==> src/rtl/qtm_pkg.sv <==
package qtm_pkg;
    typedef enum logic [2:0] {
        S_IDLE,
        S_LEAD,
        S_LOW,
        S_HIGH,
        S_GAP
    } qtm_state_e;

    // log2 of the lane count; code 3 is treated as four lanes
    function automatic logic [1:0] lane_log2(input logic [1:0] code);
        return (code == 2'd0) ? 2'd0 : (code == 2'd1) ? 2'd1 : 2'd2;
    endfunction
endpackage

==> src/rtl/qtm_tag_decode.sv <==
module qtm_tag_decode #(
    parameter int TAG_W = 5,
    parameter int SEL_W = 8,
    parameter int LEN_W = 5
) (
    input  logic [TAG_W-1:0] tag,
    input  logic             cfg_tag_sel,
    input  logic [3:0]       cfg_wlen,
    output logic [LEN_W-1:0] word_len,
    output logic             eof,
    output logic [SEL_W-1:0] sel
);
    always_comb begin
        if (cfg_tag_sel) begin
            word_len = LEN_W'(cfg_wlen) + LEN_W'(1);
            eof      = 1'b1;
            sel      = SEL_W'(tag);
        end else begin
            word_len = LEN_W'(tag[3:0]) + LEN_W'(1);
            eof      = tag[TAG_W-1];
            sel      = SEL_W'(1);
        end
    end
endmodule

==> src/rtl/qtm_lane_shift.sv <==
module qtm_lane_shift #(
    parameter int DATA_W = 16
) (
    input  logic              clk,
    input  logic              rst_n,
    input  logic              load,
    input  logic [DATA_W-1:0] load_data,
    input  logic              shift,
    input  logic              sample,
    input  logic [1:0]        lsh,
    input  logic [3:0]        io_in,
    output logic [3:0]        io_out,
    output logic [DATA_W-1:0] rx_raw
);
    logic [DATA_W-1:0] tx_q;
    logic [DATA_W-1:0] rx_q;

    always_ff @(posedge clk or negedge rst_n) begin
        if (!rst_n) begin
            tx_q <= '0;
            rx_q <= '0;
        end else if (load) begin
            tx_q <= load_data;
            rx_q <= '0;
        end else begin
            if (shift) begin
                unique case (lsh)
                    2'd0:    tx_q <= {tx_q[DATA_W-2:0], 1'b0};
                    2'd1:    tx_q <= {tx_q[DATA_W-3:0], 2'b00};
                    default: tx_q <= {tx_q[DATA_W-5:0], 4'b0000};
                endcase
            end
            if (sample) begin
                unique case (lsh)
                    2'd0:    rx_q <= {rx_q[DATA_W-2:0], io_in[1]};
                    2'd1:    rx_q <= {rx_q[DATA_W-3:0], io_in[1:0]};
                    default: rx_q <= {rx_q[DATA_W-5:0], io_in[3:0]};
                endcase
            end
        end
    end

    always_comb begin
        unique case (lsh)
            2'd0:    io_out = {3'b000, tx_q[DATA_W-1]};
            2'd1:    io_out = {2'b00, tx_q[DATA_W-1 -: 2]};
            default: io_out = tx_q[DATA_W-1 -: 4];
        endcase
    end

    assign rx_raw = rx_q;

    // shift and sample never land on the same cycle as a load
    a_r4_load_alone: assert property (@(posedge clk) disable iff (!rst_n)
        load |-> !(shift || sample));
endmodule

==> src/rtl/qspi_tag_master.sv <==
module qspi_tag_master
    import qtm_pkg::*;
#(
    parameter int DATA_W = 16,
    parameter int DIV_W  = 10,
    parameter int SEL_W  = 8,
    parameter int FLEN_W = 6
) (
    input  logic              clk,
    input  logic              rst_n,
    input  logic              wr_valid,
    output logic              wr_ready,
    input  logic [4:0]        wr_addr,
    input  logic [DATA_W-1:0] wr_data,
    input  logic [1:0]        cfg_lanes,
    input  logic              cfg_tag_sel,
    input  logic [3:0]        cfg_wlen,
    input  logic              cfg_frame_fixed,
    input  logic [FLEN_W-1:0] cfg_frame_len,
    input  logic              cfg_gate,
    input  logic [DIV_W-1:0]  cfg_div,
    input  logic              cfg_lane_in,
    input  logic              trig,
    output logic              sclk,
    output logic [SEL_W-1:0]  ss_n,
    output logic [3:0]        io_out,
    output logic [3:0]        io_oe,
    input  logic [3:0]        io_in,
    output logic              rx_valid,
    output logic [DATA_W-1:0] rx_data
);
    localparam int TAG_W = 5;
    localparam int LEN_W = $clog2(DATA_W) + 1;
    localparam int FB_W  = FLEN_W + 1;

    qtm_state_e state, nxt;

    logic [DIV_W-1:0]  cnt;
    logic              hold_vld;
    logic [DATA_W-1:0] hold_data;
    logic [TAG_W-1:0]  hold_tag;
    logic              in_frame;
    logic [SEL_W-1:0]  sel_q;
    logic [LEN_W-1:0]  steps_left;
    logic [LEN_W-1:0]  len_q;
    logic [LEN_W-1:0]  pad_q;
    logic              eof_q;
    logic [FB_W-1:0]   frame_bits;

    logic [LEN_W-1:0]  dec_len;
    logic              dec_eof;
    logic [SEL_W-1:0]  dec_sel;
    logic [1:0]        lsh;
    logic [LEN_W:0]    lanes_n;
    logic [LEN_W-1:0]  steps_c;
    logic [LEN_W-1:0]  pad_c;
    logic [DATA_W-1:0] load_data;
    logic [DATA_W-1:0] rx_raw;
    logic [FB_W-1:0]   fb_next;
    logic              half_done, start, word_done, frame_end;
    logic              do_shift, do_sample;

    qtm_tag_decode #(.TAG_W(TAG_W), .SEL_W(SEL_W), .LEN_W(LEN_W)) u_dec (
        .tag        (hold_tag),
        .cfg_tag_sel(cfg_tag_sel),
        .cfg_wlen   (cfg_wlen),
        .word_len   (dec_len),
        .eof        (dec_eof),
        .sel        (dec_sel)
    );

    assign lsh       = lane_log2(cfg_lanes);
    assign lanes_n   = (LEN_W+1)'(1) << lsh;
    assign steps_c   = LEN_W'(({1'b0, dec_len} + lanes_n - (LEN_W+1)'(1)) >> lsh);
    assign pad_c     = LEN_W'(({1'b0, steps_c} << lsh) - {1'b0, dec_len});
    assign load_data = hold_data << (DATA_W - 32'(dec_len));

    assign half_done = (cnt == '0);
    assign start     = (state == S_IDLE) && hold_vld && (!cfg_gate || trig);
    assign word_done = (steps_left == LEN_W'(1));
    assign fb_next   = frame_bits + FB_W'(lanes_n);
    assign frame_end = cfg_frame_fixed ? (fb_next >= FB_W'(cfg_frame_len))
                                       : (word_done && eof_q);
    assign do_sample = (state == S_LOW)  && half_done;
    assign do_shift  = (state == S_HIGH) && half_done;
    assign wr_ready  = !hold_vld;

    qtm_lane_shift #(.DATA_W(DATA_W)) u_lanes (
        .clk      (clk),
        .rst_n    (rst_n),
        .load     (start),
        .load_data(load_data),
        .shift    (do_shift),
        .sample   (do_sample),
        .lsh      (lsh),
        .io_in    (io_in),
        .io_out   (io_out),
        .rx_raw   (rx_raw)
    );

    // state register
    always_ff @(posedge clk or negedge rst_n) begin
        if (!rst_n) state <= S_IDLE;
        else        state <= nxt;
    end

    // next state
    always_comb begin
        nxt = state;
        unique case (state)
            S_IDLE: if (start)     nxt = in_frame ? S_LOW : S_LEAD;
            S_LEAD: if (half_done) nxt = S_LOW;
            S_LOW:  if (half_done) nxt = S_HIGH;
            S_HIGH: if (half_done) nxt = frame_end ? S_GAP :
                                         word_done ? S_IDLE : S_LOW;
            S_GAP:  if (half_done) nxt = (steps_left != '0) ? S_LEAD : S_IDLE;
            default: nxt = S_IDLE;
        endcase
    end

    // datapath
    always_ff @(posedge clk or negedge rst_n) begin
        if (!rst_n) begin
            cnt        <= '0;
            hold_vld   <= 1'b0;
            hold_data  <= '0;
            hold_tag   <= '0;
            in_frame   <= 1'b0;
            sel_q      <= '0;
            steps_left <= '0;
            len_q      <= '0;
            pad_q      <= '0;
            eof_q      <= 1'b0;
            frame_bits <= '0;
            rx_valid   <= 1'b0;
            rx_data    <= '0;
        end else begin
            rx_valid <= 1'b0;
            if (nxt != state)       cnt <= cfg_div;
            else if (cnt != '0)     cnt <= cnt - DIV_W'(1);

            if (wr_valid && wr_ready) begin
                hold_vld  <= 1'b1;
                hold_data <= wr_data;
                hold_tag  <= wr_addr;
            end else if (start) begin
                hold_vld  <= 1'b0;
            end

            if (start) begin
                len_q      <= dec_len;
                eof_q      <= dec_eof;
                pad_q      <= pad_c;
                steps_left <= steps_c;
                if (!in_frame) begin
                    in_frame   <= 1'b1;
                    sel_q      <= dec_sel;
                    frame_bits <= '0;
                end
            end

            if (do_shift) begin
                steps_left <= steps_left - LEN_W'(1);
                frame_bits <= fb_next;
                if (word_done) begin
                    rx_valid <= 1'b1;
                    rx_data  <= rx_raw >> pad_q;
                end
                if (frame_end) in_frame <= 1'b0;
            end

            if ((state == S_GAP) && half_done && (steps_left != '0)) begin
                in_frame   <= 1'b1;
                frame_bits <= '0;
            end
        end
    end

    // outputs
    always_comb begin
        sclk = (state == S_HIGH);
        ss_n = in_frame ? ~sel_q : '1;
        if (lsh == 2'd0)      io_oe = 4'b0001;
        else if (cfg_lane_in) io_oe = 4'b0000;
        else if (lsh == 2'd1) io_oe = 4'b0011;
        else                  io_oe = 4'b1111;
    end

    // an accepted word blocks the next one until it starts
    a_r2_ready_drop: assert property (@(posedge clk) disable iff (!rst_n)
        (wr_valid && wr_ready) |=> !wr_ready);
    // lane outputs hold still while SCLK is high
    a_r5_io_stable_high: assert property (@(posedge clk) disable iff (!rst_n)
        (state == S_HIGH && $past(state) == S_HIGH) |-> $stable(io_out));
    // no clock pulse outside a frame
    a_r5_clock_in_frame: assert property (@(posedge clk) disable iff (!rst_n)
        sclk |-> in_frame);
    // a gated word does not start while the trigger is low
    a_r9_gate_hold: assert property (@(posedge clk) disable iff (!rst_n)
        (state == S_IDLE && hold_vld && cfg_gate && !trig) |=> (state == S_IDLE && hold_vld));
    // received word fits its length, strobe is a single cycle
    a_r11_rx_width: assert property (@(posedge clk) disable iff (!rst_n)
        rx_valid |-> ((rx_data >> len_q) == '0));
    a_r11_pulse: assert property (@(posedge clk) disable iff (!rst_n)
        rx_valid |=> !rx_valid);
endmodule

==> config.mk <==
export PLATFORM = sky130hd
export DESIGN_NAME = qspi_tag_master
export DESIGN_NICKNAME = d
export VERILOG_FILES = /design/src/rtl/qtm_pkg.sv /design/src/rtl/qtm_tag_decode.sv /design/src/rtl/qtm_lane_shift.sv /design/src/rtl/qspi_tag_master.sv
export SDC_FILE = /design/constraint.sdc
export NUM_CORES = 1
export LEC_CHECK = 0
export BUFFER_PORTS_ARGS = -buffer_cell sky130_fd_sc_hd__buf_2
export CORE_MARGIN = 1
export CORE_UTILIZATION = 55
export CTS_BUF_LIST = sky130_fd_sc_hd__clkbuf_2
export DETAILED_ROUTE_END_ITERATION = 10
export MAX_ROUTING_LAYER = met4
export PLACE_DENSITY = 0.76
export SLEW_MARGIN = 5
export SYNTH_ARGS = -nofsm -noshare
export SYNTH_HDL_FRONTEND = slang
export SYNTH_SLANG_ARGS = --single-unit
==> constraint.sdc <==
create_clock -name clk -period 7.5 [get_ports clk]
set_input_delay 0.75 -clock clk [delete_from_list [all_inputs] [get_ports clk]]
set_output_delay 0.75 -clock clk [all_outputs]
set_load 0.005 [all_outputs]
==> results by group <==
Critical path
  • Crit. End Element: register
  • Worst-case reg-to-reg path depth: 15
  • Startpoint Class: primary input
  • WP data required: just over 8 ns
  • Worst setup path class: primary input to register
  • CP Data Arrival Time: about 4.5 ns
  • CP max FO: 24

STA
  • Setup violators final: 0
  • Fmax: between 0.2 and 0.3 GHz
  • RSZ-0062 raised after global routing: no
  • Fin Hold WS: just over 0.3 ns
  • Min cycle time layout: roughly 3.9 ns
  • Clock Skew: roughly 0.032 ns
  • Fin crit share: 52.29%
  • Final Hold Viols: 0
  • Worst-Margin Slew: roughly 1.1 ns
  • Total Neg Setup Slack: 0 ns
  • Max_slew headroom: 29.09%
  • Pins Over Slew Limit: 0

Power
  • Pleak: roughly 3.7 nW
  • Pwr Density: between 300 and 400 nW/um^2
  • Peak supply drop: 0.0002086 V

Synth
  • Synth top area cells: dfrtp_1 36%, mux2i_1 8.2%, nand2_1 5.2%
  • Ys async rst share: 100.0%
  • Top cell type's share of synthesized area: 36.35%
  • Post-synthesis register bit count: between 100 and 150
  • Multiplexer share of the synthesized area: approximately 16%
  • Synth Area in XOR/XNOR: roughly 2.8%
  • Synthesized area per cell: a little under 9 sq um
  • Cell variety after synth: 71
  • Ys flop type: dfrtp_1
  • Warnings, synthesis: 0
  • Sequential share of the synthesized area: a little over a third
  • Synthesized area: ~7400 sq um
  • Largest family of logic cells by synthesized area: compound AO/OA/AOI/OAI gates
  • Post-synthesis compound-gate area fraction: about 18%
  • Post-Synthesis Cells: 842
  • Post-synth EDFFs: 0
  • Synth Area in Adders: roughly 5%
  • Post-synth top area cell: dfrtp_1
  • Simple-gate area share of the yosys netlist: 16.78%

Clock tree
  • CTS tree: built
  • H-tree levels: 3
  • Cts bufs inserted: 9
  • Max Buffers Root-to-Sink: 2
  • Post-cts resize count: 0
  • Clk pin slew, worst setup/hold paths: around 0.31 ns
  • Root Driver: clkbuf_2
  • Clock Sinks: about 110
  • Clk_lat worst skew: 0.66 ns
  • Setup bufs post-CTS: 0

Global routing
  • GRT Residual Overflow: 0
  • Initial antenna violation count: 1
  • Largest net degree at the start of global routing: 75
  • Gr usage total: 25.86%
  • Number of global-route vias before repair: 5,756
  • First-pass GRT wire length: between 20,000 and 30,000 microns

Drt
  • DR vias: roughly 6,300
  • Antenna Violating Nets Remaining: 0
  • Drt initial violations: between 400 and 500
  • Post-Route WL: 16,640 microns
  • DR WL/cell: ~15 microns
  • DRC: 1
  • Via/cell ratio: 5.875
  • DRT Pass-1 Iters: 8

Final layout
  • Most common cell after layout, fill and taps aside: dfrtp_1
  • Area of the multi-input gates: approximately 4400 sq um
  • Cell area after layout: between 8000 and 9000 sq um
  • Share of cells above drive strength 1: a little under a fifth
  • Finished Core Util: around 60%
  • Commonest cells after routing, fill and taps aside: 108 x dfrtp_1, 103 x nand2_1, 85 x buf_2
  • Number of fill cells in the layout: between 1,000 and 1,500
  • Post-Layout Cell Count: approximately 1,100
  • Layout Nets: 976
  • Register area: ~2700 sq um
  • Area grow syn2layout: 7.976%

Placement
  • DP HPWL: around 12,000 microns
  • Placed Cells: between 1,000 and 1,500
  • Port Buf Inserts: 86
  • GPL Wtd Cong: 0.9089
  • Placed Area: between 7000 and 8000 sq um

Floorplan
  • Num rows: 42
  • Io pins: 90
  • Die height: approximately 120 microns
  • Die footprint: 13,990 sq um
  • Std-Cell Core Area: about 13,000 sq um
  • Die Wd: approximately 120 microns
  • Starting density of the core: between 50% and 60%

Worst hold path
  • WHS Path Cells: 3
  • HP Class: primary input to register

Job
  • Max cap viols: 0

Outcome
  • Status: finished, violations left
  • Failing checks: DRC
==> routing by layer <==
layer / vias up / global-route usage, % / wire length (microns)
li1: 3128 / - / -
met1: 3007 / 36.13 / 7976
met2: 168 / 38.71 / 7684
met3: 19 / 4.344 / 727
met4: 0 / 7.452 / 253
met5: - / - / 0
==> cells by family (layout without fill, tap and decap cells) <==
kind of cell | count (synthesis) | in the layout
buffers and inverters | 88 | 142
adders and majority gates | 28 | 28
AOI/OAI and AO/OA | 216 | 216
other | 2 | 6
and+or+nand+nor | 274 | 274
DFF | 108 | 108
xor gates and xnor gates | 23 | 23
muxes | 103 | 103
==> synthesized netlist by cell type (17+ instances only) <==
master,instances
clkbuf_1,37
dfrtp_1,108
o21ai_0,57
nand2_1,103
inv_1,27
nor2_1,74
a21oi_1,63
xnor2_1,17
mux2i_1,61
nand3_1,32
mux2_2,33
ha_1,25
==> final cells by class <==
cell class              instances  area share [%]
inverters                      30           1.403
multi-input cells             649           54.53
well taps                     176           2.743
diodes                          1         0.03117
clock buffers                   9          0.5610
repair buffers                 96           6.358
clock inverters                 7          0.7168
flip-flops and latches        108           33.66
==> path summary, 6_finish.rpt <==
| kind | startpoint | end | slack, ns |
|---|---|---|---|
| max | cfg_tag_sel | pad_q[4] | 3.58 |
| min | wr_addr[0] | hold_tag[0] | 0.30 |
| max reg2reg | hold_tag[1] | pad_q[4] | 3.59 |
| min reg2reg | rx_data[12] | rx_data[12] | 0.52 |
| max in group asynchronous | rst_n | steps_left[4] | 5.67 |
| min in group asynchronous | rst_n | rx_valid | 0.52 |
==> registers in the layout (all words and copies together), names as in the netlist <==
name and flops:
hold_data 16, rx_data 16, u_lanes.rx_raw 16, u_lanes.tx_q 16, cnt 10, frame_bits 7, hold_tag 5, pad_q 5
sel_q 5, steps_left 5, state 3, eof_q 1, hold_vld 1, in_frame 1, rx_valid 1
==> critical path: stages <==
cell and delay, ns:
buf_2 0.29, mux2i_2 0.25, buf_4 0.30, inv_1 0.30, ha_1 0.38, xnor2_1 0.20, ha_1 0.29, inv_1 0.06
fa_1 0.46, xnor2_1 0.26, inv_1 0.10, ha_1 0.32, a21oi_1 0.17, xnor2_1 0.15, xnor2_1 0.13, o21ai_0 0.08
==> per-stage QoR <==
step | setup slack, ns | total power [mW]
after floorplan | 3.415 | 1.989
after global placement | 3.011 | 2.236
after detailed placement | 2.893 | 2.266
after CTS | 3.594 | 2.526
after global routing | 3.317 | 2.759
final | 3.579 | 2.527
==> power by group <==
part	switching (mW)	leakage, nW	internal [mW]
Clock	0.212	0.0555	0.0479
Sequential	0.231	1.37	0.749
Combinational	0.683	2.26	0.604
==> what timing repair did <==
| item | in CTS | in global routing |
|---|---|---|
| endpoints found under the hold margin | 5 | 0 |
| hold buffers | 1 | 0 |
| endpoints found under the setup margin | 0 | 0 |
(Power assumes the default switching activity.)
